**config.mk**
```make
export PLATFORM = sky130hd
export DESIGN_NAME = pmu_gate
export DESIGN_NICKNAME = d
export VERILOG_FILES = /design/src/rtl/pmu_gate_pkg.sv /design/src/rtl/pmu_num_decode.sv /design/src/rtl/pmu_access_check.sv /design/src/rtl/pmu_bank.sv /design/src/rtl/pmu_gate.sv
export SDC_FILE = /design/constraint.sdc
export NUM_CORES = 1
export LEC_CHECK = 0
export BUFFER_PORTS_ARGS = -buffer_cell sky130_fd_sc_hd__clkbuf_2
export CAP_MARGIN = 20
export CORE_ASPECT_RATIO = 0.75
export CORE_MARGIN = 10
export CORE_UTILIZATION = 60
export DETAILED_ROUTE_END_ITERATION = 10
export PLACE_DENSITY_LB_ADDON = 0.1
export SKIP_CTS_REPAIR_TIMING = 1
export SLEW_MARGIN = 5
export SYNTH_ARGS = -nofsm -noshare
export SYNTH_HDL_FRONTEND = slang
export SYNTH_HIERARCHICAL = 1
export SYNTH_SLANG_ARGS = --single-unit
export TNS_END_PERCENT = 10
```
**constraint.sdc**
```tcl
create_clock -name clk -period 11.4 [get_ports clk]
set_input_delay 2.28 -clock clk [delete_from_list [all_inputs] [get_ports clk]]
set_output_delay 2.28 -clock clk [all_outputs]
set_load 0.1 [all_outputs]
```
**src/rtl/pmu_gate_pkg.sv**
```systemverilog
package pmu_gate_pkg;
  localparam int DATA_W    = 64;
  localparam int NUM_W     = 8;
  localparam int NCNT      = 6;
  localparam int NCNT_LO   = 4;       // counters that stay available at gate 11
  localparam int NREG      = 3 + NCNT;
  localparam int IDX_W     = $clog2(NREG + 1);
  localparam int ALIAS_OFS = 16;
  localparam int GATE_LSB  = 18;
  localparam int FRZ_BIT   = 31;
  localparam int AEN_BIT   = 26;
  localparam int ALRT_BIT  = 7;
  localparam int C2_FIRST  = 17;
  localparam int C2_STEP   = 9;
  localparam int C2_COUNT  = 6;

  localparam int PN_CTRL2 = 'h11;
  localparam int PN_CNT1  = 'h13;
  localparam int PN_CTRL0 = 'h1B;
  localparam int PN_CTRL1 = 'h1E;

  typedef logic [IDX_W-1:0] idx_t;
  localparam idx_t IX_CTRL0 = idx_t'(0);
  localparam idx_t IX_CTRL1 = idx_t'(1);
  localparam idx_t IX_CTRL2 = idx_t'(2);
  localparam idx_t IX_CNT1  = idx_t'(3);
  localparam idx_t IX_HI    = idx_t'(3 + NCNT_LO);
  localparam idx_t IX_NONE  = idx_t'(NREG);

  typedef enum logic {CAUSE_FAC = 1'b0, CAUSE_EMU = 1'b1} cause_e;

  function automatic logic [DATA_W-1:0] user_mask(idx_t ix);
    logic [DATA_W-1:0] m;
    m = '1;
    if (ix == IX_CTRL0) begin
      m = '0;
      m[FRZ_BIT]  = 1'b1;
      m[AEN_BIT]  = 1'b1;
      m[ALRT_BIT] = 1'b1;
    end else if (ix == IX_CTRL2) begin
      m = '0;
      for (int k = 0; k < C2_COUNT; k++) m[C2_FIRST + k*C2_STEP] = 1'b1;
    end
    return m;
  endfunction

  function automatic idx_t lookup(logic [NUM_W-1:0] n);
    idx_t r;
    r = IX_NONE;
    if (n == NUM_W'(PN_CTRL0)) r = IX_CTRL0;
    if (n == NUM_W'(PN_CTRL1)) r = IX_CTRL1;
    if (n == NUM_W'(PN_CTRL2)) r = IX_CTRL2;
    for (int k = 0; k < NCNT; k++)
      if (n == NUM_W'(PN_CNT1 + k)) r = idx_t'(int'(IX_CNT1) + k);
    return r;
  endfunction
endpackage

```
**src/rtl/pmu_num_decode.sv**
```systemverilog
module pmu_num_decode
  import pmu_gate_pkg::*;
(
  input  logic [NUM_W-1:0] num,
  input  logic             user,
  output idx_t             idx
);
  logic [NUM_W-1:0] pnum;
  idx_t direct, aliased;

  assign pnum = num + NUM_W'(ALIAS_OFS);

  always_comb begin
    direct  = lookup(num);
    aliased = lookup(pnum);
    if (user) idx = (aliased == IX_CTRL1) ? IX_NONE : aliased;
    else      idx = (direct != IX_NONE) ? direct : aliased;
  end
endmodule

```
**src/rtl/pmu_access_check.sv**
```systemverilog
module pmu_access_check
  import pmu_gate_pkg::*;
(
  input  idx_t       idx,
  input  logic       wr,
  input  logic       user,
  input  logic [1:0] gate,
  output logic       trap,
  output cause_e     cause
);
  logic hi_cnt;
  assign hi_cnt = (idx >= IX_HI) && (idx < IX_NONE);

  always_comb begin
    trap  = 1'b0;
    cause = CAUSE_FAC;
    if (user && idx != IX_NONE) begin
      if (hi_cnt && gate == 2'b11)    trap = 1'b1;
      else if (gate == 2'b01)         trap = 1'b1;
      else if (wr && gate == 2'b00) begin
        trap  = 1'b1;
        cause = CAUSE_EMU;
      end
    end
  end
endmodule

```
**src/rtl/pmu_bank.sv**
```systemverilog
module pmu_bank
  import pmu_gate_pkg::*;
(
  input  logic              clk,
  input  logic              rst_n,
  input  logic              we,
  input  logic              user,
  input  idx_t              idx,
  input  logic [DATA_W-1:0] wdata,
  output logic [DATA_W-1:0] cur,
  output logic [1:0]        gate
);
  logic [DATA_W-1:0] regs_q [NREG];
  logic [DATA_W-1:0] mask, wval;

  assign cur  = (idx < IX_NONE) ? regs_q[idx] : '0;
  assign mask = user_mask(idx);
  assign wval = user ? ((cur & ~mask) | (wdata & mask)) : wdata;
  assign gate = regs_q[IX_CTRL0][GATE_LSB +: 2];

  for (genvar g = 0; g < NREG; g++) begin : g_reg
    always_ff @(posedge clk) begin
      if (!rst_n)                         regs_q[g] <= '0;
      else if (we && idx == idx_t'(g))    regs_q[g] <= wval;
    end
  end


  hold_ctrl0_chk: assert property (@(posedge clk) disable iff (!rst_n)
    !we |=> $stable(regs_q[IX_CTRL0]));


  keep_unmasked_chk: assert property (@(posedge clk) disable iff (!rst_n)
    (we && user && idx == IX_CTRL0) |=>
      ((regs_q[IX_CTRL0] & ~user_mask(IX_CTRL0)) ==
       ($past(regs_q[IX_CTRL0]) & ~user_mask(IX_CTRL0))));
endmodule

```
**src/rtl/pmu_gate.sv**
```systemverilog
module pmu_gate
  import pmu_gate_pkg::*;
(
  input  logic              clk,
  input  logic              rst_n,
  input  logic              req_valid,
  input  logic              req_write,
  input  logic              req_user,
  input  logic [NUM_W-1:0]  req_num,
  input  logic [DATA_W-1:0] req_wdata,
  output logic              rsp_valid,
  output logic [DATA_W-1:0] rsp_rdata,
  output logic              trap_valid,
  output logic              trap_cause
);
  idx_t              idx;
  logic              chk_trap;
  cause_e            chk_cause;
  logic [1:0]        gate;
  logic [DATA_W-1:0] cur, view;
  logic              trap_now, we;

  pmu_num_decode i_dec (.num(req_num), .user(req_user), .idx(idx));

  pmu_access_check i_chk (
    .idx(idx), .wr(req_write), .user(req_user), .gate(gate),
    .trap(chk_trap), .cause(chk_cause)
  );

  assign trap_now = req_valid && chk_trap;
  assign we       = req_valid && req_write && !chk_trap && idx != IX_NONE;

  pmu_bank i_bank (
    .clk(clk), .rst_n(rst_n), .we(we), .user(req_user), .idx(idx),
    .wdata(req_wdata), .cur(cur), .gate(gate)
  );

  assign view = req_user ? (cur & user_mask(idx)) : cur;

  always_ff @(posedge clk) begin
    if (!rst_n) begin
      rsp_valid  <= 1'b0;
      rsp_rdata  <= '0;
      trap_valid <= 1'b0;
      trap_cause <= 1'b0;
    end else begin
      rsp_valid  <= req_valid && !chk_trap;
      rsp_rdata  <= (req_valid && !chk_trap && !req_write) ? view : '0;
      trap_valid <= trap_now;
      trap_cause <= trap_now && (chk_cause == CAUSE_EMU);
    end
  end


  trap_excl_chk: assert property (@(posedge clk) disable iff (!rst_n)
    trap_valid |-> (!rsp_valid && rsp_rdata == '0));


  rsp_origin_chk: assert property (@(posedge clk) disable iff (!rst_n)
    (rsp_valid || trap_valid) |-> $past(req_valid));


  emu_cause_chk: assert property (@(posedge clk) disable iff (!rst_n)
    (trap_valid && trap_cause) |-> $past(req_write && req_user && gate == 2'b00));


  fac_read_chk: assert property (@(posedge clk) disable iff (!rst_n)
    (req_valid && req_user && !req_write && idx != IX_NONE && gate == 2'b01)
      |=> (trap_valid && !trap_cause));


  hi_cnt_chk: assert property (@(posedge clk) disable iff (!rst_n)
    (req_valid && req_user && idx >= IX_HI && idx < IX_NONE && gate == 2'b11)
      |=> (trap_valid && !trap_cause));
endmodule

```
Word level (Yosys, flattened, before mapping)
Memory sizes are Yosys's and may differ from the RTL's. Cells that the tools add are included.

Register bits after elaboration: 67. RAM bits: 576. Bits of input ports: 77. Output and inout port bits: 67. Logic and storage cells: 148. Memories kept: 1.

$add $sub $neg: 1. Magnitude comparators: 2. Equal/unequal tests: 31. Multiplexer cells: 70. Bitwise operators: 14. Reduce and logical (&&, ||, !) cells: 25.

Memories: i_bank.regs_q (words 9, bits a word 64, read ports 2, clocked after Yosys merged registers in 0, wr ports 9, line pmu_bank.sv:13) `logic [DATA_W-1:0] regs_q [NREG];`.

Operators by type and width (number): $mux W64 (14); $and A64 B64 Y64 (3); $eq A8 B5 Y1 const B (18); $mux W4 (21); $not A64 Y64 (1); $or A64 B64 Y64 (1); $mux W1 (35); $logic_and A1 B1 Y1 (20); $eq A4 B3 Y1 const B (4); $or A1 B1 Y1 (9); $add A8 B5 Y8 const B (1); $eq A4 B1 Y1 const B (2); $eq A4 B2 Y1 const B (2); $ne A4 B4 Y1 const B (2); $eq A4 B4 Y1 const B (1); $ge A4 B3 Y1 const B (1); $logic_not A4 Y1 (1); $lt A4 B4 Y1 const B (1); $eq A2 B1 Y1 const B (1); $eq A2 B2 Y1 const B (1); $logic_not A1 Y1 (2); $logic_not A2 Y1 (1); $reduce_and A2 Y1 (1).

Longest topological paths before layout
Depth after elaboration: 27. Depth in mapped cells: 12. Mapped depth without buffers: 9.

Cells and area by module
The synthesis kept the hierarchy.

Modules (own cells, without submodules): pmu_bank (times used 1, cells each 1926, area each 25570.8 sq um, sequential area each 17296.6 sq um); pmu_gate (times used 1, cells each 160, area each 2023.2 sq um, sequential area each 1341.3 sq um); pmu_num_decode (times used 1, cells each 16, area each 103.8 sq um, sequential area each 0.0 sq um); pmu_access_check (times used 1, cells each 10, area each 65.1 sq um, sequential area each 0.0 sq um).

Worst setup path after synthesis
No wires, ideal clock.

Kind: input -> register. From: in req_user. To: mem i_bank.regs_q[3][0], enable pin. Setup time: 0.574 ns. Data arrival time: 9.029 ns. Data required time: 10.826 ns. Setup slack: 1.797 ns. Cell stages on the path: 8. Path buffers: 0. Cells stage by stage: a2111o_1 a211oi_1 nor2_1 a21oi_1 a211oi_1 nor4bb_1 nand2_1 o21ai_0.

RTL lines: start, declared (line pmu_gate.sv:8) `input logic req_user,`; end, declared (line pmu_bank.sv:13).

==> out/qor.yml <==
initial_utilization_pct: 60.5
die_h_um: 206
tritoncts: "built"
regToRegSetupSlack_ns: 7.28
final_max_slew_viol_count: 0
place_inst: 2722
port_buffers: 143
antenna_found_initial: 1
grt_pass1_wl_um: 111000
path_class: "input pin to register"
syn_inst: 2112
clock.fmax_ghz: 0.139
r2r_cells: 7
gp_congestion: 0.807
hold_depth: 2
hold_slack_ns: 0.682
p_leak_uw: 0.0115
die_w_um: 268
cts_buffer_depth: 3
hp-start: "i_bank/regs_q[2][37]$_SDFFCE_PN0P_"
h-tree-depth: 2
clock_latency_ns: 0.64
cts-root-buf: "clkbuf_16"
synth_cell_types: 48
instances_no_fill: 2838
setup_tns_ns: 0
core_um2: 45900
powerDensity_nw_per_um2: 157
min_period_ns: 7.21
synth_edf_count: 576
grtUsageMet1_pct: 36.4
track_usage_pct: 26.4
synthFlopType: "edfxtp_1"
rr_endpoint: "i_bank/regs_q[2][54]$_SDFFCE_PN0P_"
vias: 18200
syn_avg_cell_area_um2: 13.1
drive_gt1_share_pct: 19.7
wire_per_inst_um: 25.5
cts_sinks: 643
max_slew_margin_pct: 26.2
area_growth_pct: 11.5
r2r_start: "i_bank/regs_q[0][19]$_SDFFCE_PN0P_"
synth_warnings: 6
rsz0062_at_grt: "no"
whs_endpoint: "i_bank/regs_q[2][37]$_SDFFCE_PN0P_"
wl_um: 72400
hp-class: "register to register"
dr.pass1.iters: 7
grt_max_degree: 85
hpwlAfterDp_um: 39900
grt-ovfl-total: 0
async_flop_share_pct: 0
ys_seq_area_share_pct: 67.1
syn_nets: 2189
grt_pass1_vias: 18400
setup_violations: 0
drc: 0
syn_area_um2: 27800
max_cap_violations: 0
startpoint: "req_user"
finalNetCount: 2271
start_kind: "input pin"
dieArea_um2: 55400
cp-end-kind: "register"
worstPathRequired_ns: 11.65
grt.met2_usage_pct: 42.4
io_pins: 144
tightest_slew_ns: 1.11
ir_drop_v: 0.000122
min_period_over_period_pct: 63.2
arrival_ns: 7.45
cp_max_fo: 78
rows: 68
clkTransAtPathRegs_ns: 0.06
drt_iter0_drc: 2192
total_power_uw: 4880
met3_usage_pct: 4.54
final-hold-violation-count: 0
viasPerCell: 6.42
cts_buffers: 61
grt-busiest-layer: "met2"
skew_ns: 0.0306
fin_util_pct: 67.5
synth_seq_cells: 643
outcome: "finished clean"
postRouteAntennaNets: 0
## cells by family after synthesis
logic type	synth area share, %
AO/OA/AOI/OAI	6.21
XOR/XNOR	0.0316
buffers and inverters	3.10
flip-flops	67.1
multiplexers	9.92
AND/OR/NAND/NOR	13.6
## cells in the final DEF, fill, tap and decap left out, types with 2 or more instances in the layout
cell type	Yosys	layout
buf_16	0	3
and3_1	9	9
a31oi_1	5	5
nor3b_1	56	56
nand2b_1	6	5
nand2_1	86	78
clkbuf_16	0	63
mux4_2	59	59
nor2b_1	5	4
inv_1	11	11
nor2_2	82	82
nand2_2	0	7
dfxtp_1	67	67
a22o_1	10	10
clkbuf_8	0	7
clkinv_2	0	8
clkbuf_2	0	143
o21ai_4	0	8
nand3_4	1	2
a21oi_1	71	71
o22ai_1	56	56
buf_12	0	2
o21ai_0	64	56
mux2i_1	138	138
buf_4	5	31
o32ai_1	3	3
nor2_4	0	2
nor4bb_1	2	2
clkbuf_1	56	16
nor3_1	113	113
clkinv_1	1	10
mux2_2	4	4
bufinv_16	0	6
a211oi_1	68	67
nor2_1	438	436
edfxtp_1	576	576
## flip-flops by register name (all words and copies together) (netlist names)
| name | count |
|---|---|
| trap_cause | 1 |
| rsp_valid | 1 |
| rsp_rdata | 64 |
| trap_valid | 1 |
| i_bank/regs_q | 576 |
## how the worst max path moves through the flow
stage                                               to  slack, ns  cells past startpoint
floorplan            i_bank/regs_q[3][0]$_SDFFCE_PN0P_       1.80                      8
global placement    i_bank/regs_q[1][55]$_SDFFCE_PN0P_       3.68                     11
detailed placement  i_bank/regs_q[1][55]$_SDFFCE_PN0P_       3.54                     11
CTS                  i_bank/regs_q[1][0]$_SDFFCE_PN0P_       4.20                     11
global route        i_bank/regs_q[2][54]$_SDFFCE_PN0P_       3.92                     11
finish              i_bank/regs_q[2][54]$_SDFFCE_PN0P_       4.19                     11
## per-layer routing
metal / routed length [µm] / up-vias
met1: 29200 / 9095
met2: 34100 / 1014
met5: 0 / -
met4: 1850 / 0
li1: - / 7958
met3: 7270 / 145
## report_power, final
| group | internal (µW) | leakage [µW] | switching (µW) |
|---|---|---|---|
| combinational | 53.7 | 0.00377 | 144 |
| sequential | 2610 | 0.00673 | 16.9 |
| clock | 1190 | 0.000984 | 864 |
| total | 3850 | 0.0115 | 1030 |
## critical path: stages
cell and delay (ns):
clkbuf_2 0.18, a2111o_1 0.57, nor2_4 0.14, buf_4 0.84
nor2_1 0.13, a21oi_1 0.22, a211oi_1 0.16, nor4bb_1 0.83
nand2_1 0.48, o21ai_4 0.78, buf_4 0.79
## synth_stat cells, drive strengths merged (2+ instances only)
library cell  number  area share [%]
inv               11            0.15
a22o              10            0.32
mux2i            138             5.0
nor2b              5            0.11
nor4b              2            0.14
a211oi            68             1.8
a31oi              5            0.11
nor2             520             7.8
buf              104             2.2
mux4              59             4.8
nand2             86             1.2
o22ai             56             1.3
nor3b             57             1.6
and2               2           0.045
nand2b             6            0.14
and3               9            0.20
nor3             113             2.0
nor4bb             2           0.072
o21ai             65             1.2
mux2               4            0.16
edfxtp           576              62
nand3              4            0.14
dfxtp             67             4.8
clkbuf            56            0.76
or3                2           0.045
o32ai              3           0.095
a21oi             71             1.3
## through the flow
step / worst slack, ns / cell area, µm²
2_1_floorplan: 1.80 / 27800
3_3_place_gp: 3.68 / 28900
3_5_place_dp: 3.54 / 28900
4_1_cts: 4.20 / 30900
5_1_grt: 3.92 / 31000
6_report: 4.19 / 31000
## cell type report
type                            instances  area (µm²)
Sequential cell                       643       18600
Fill cell                            3292       14900
Multi-Input combinational cell       1297        8460
Clock buffer                           86        1730
Timing Repair Buffer                  179        1070
Tap cell                              595         744
Clock inverter                         25         272
Inverter                               12        45.0
Antenna cell                            1        2.50
No activity file was read; power rests on OpenSTA's default activity.
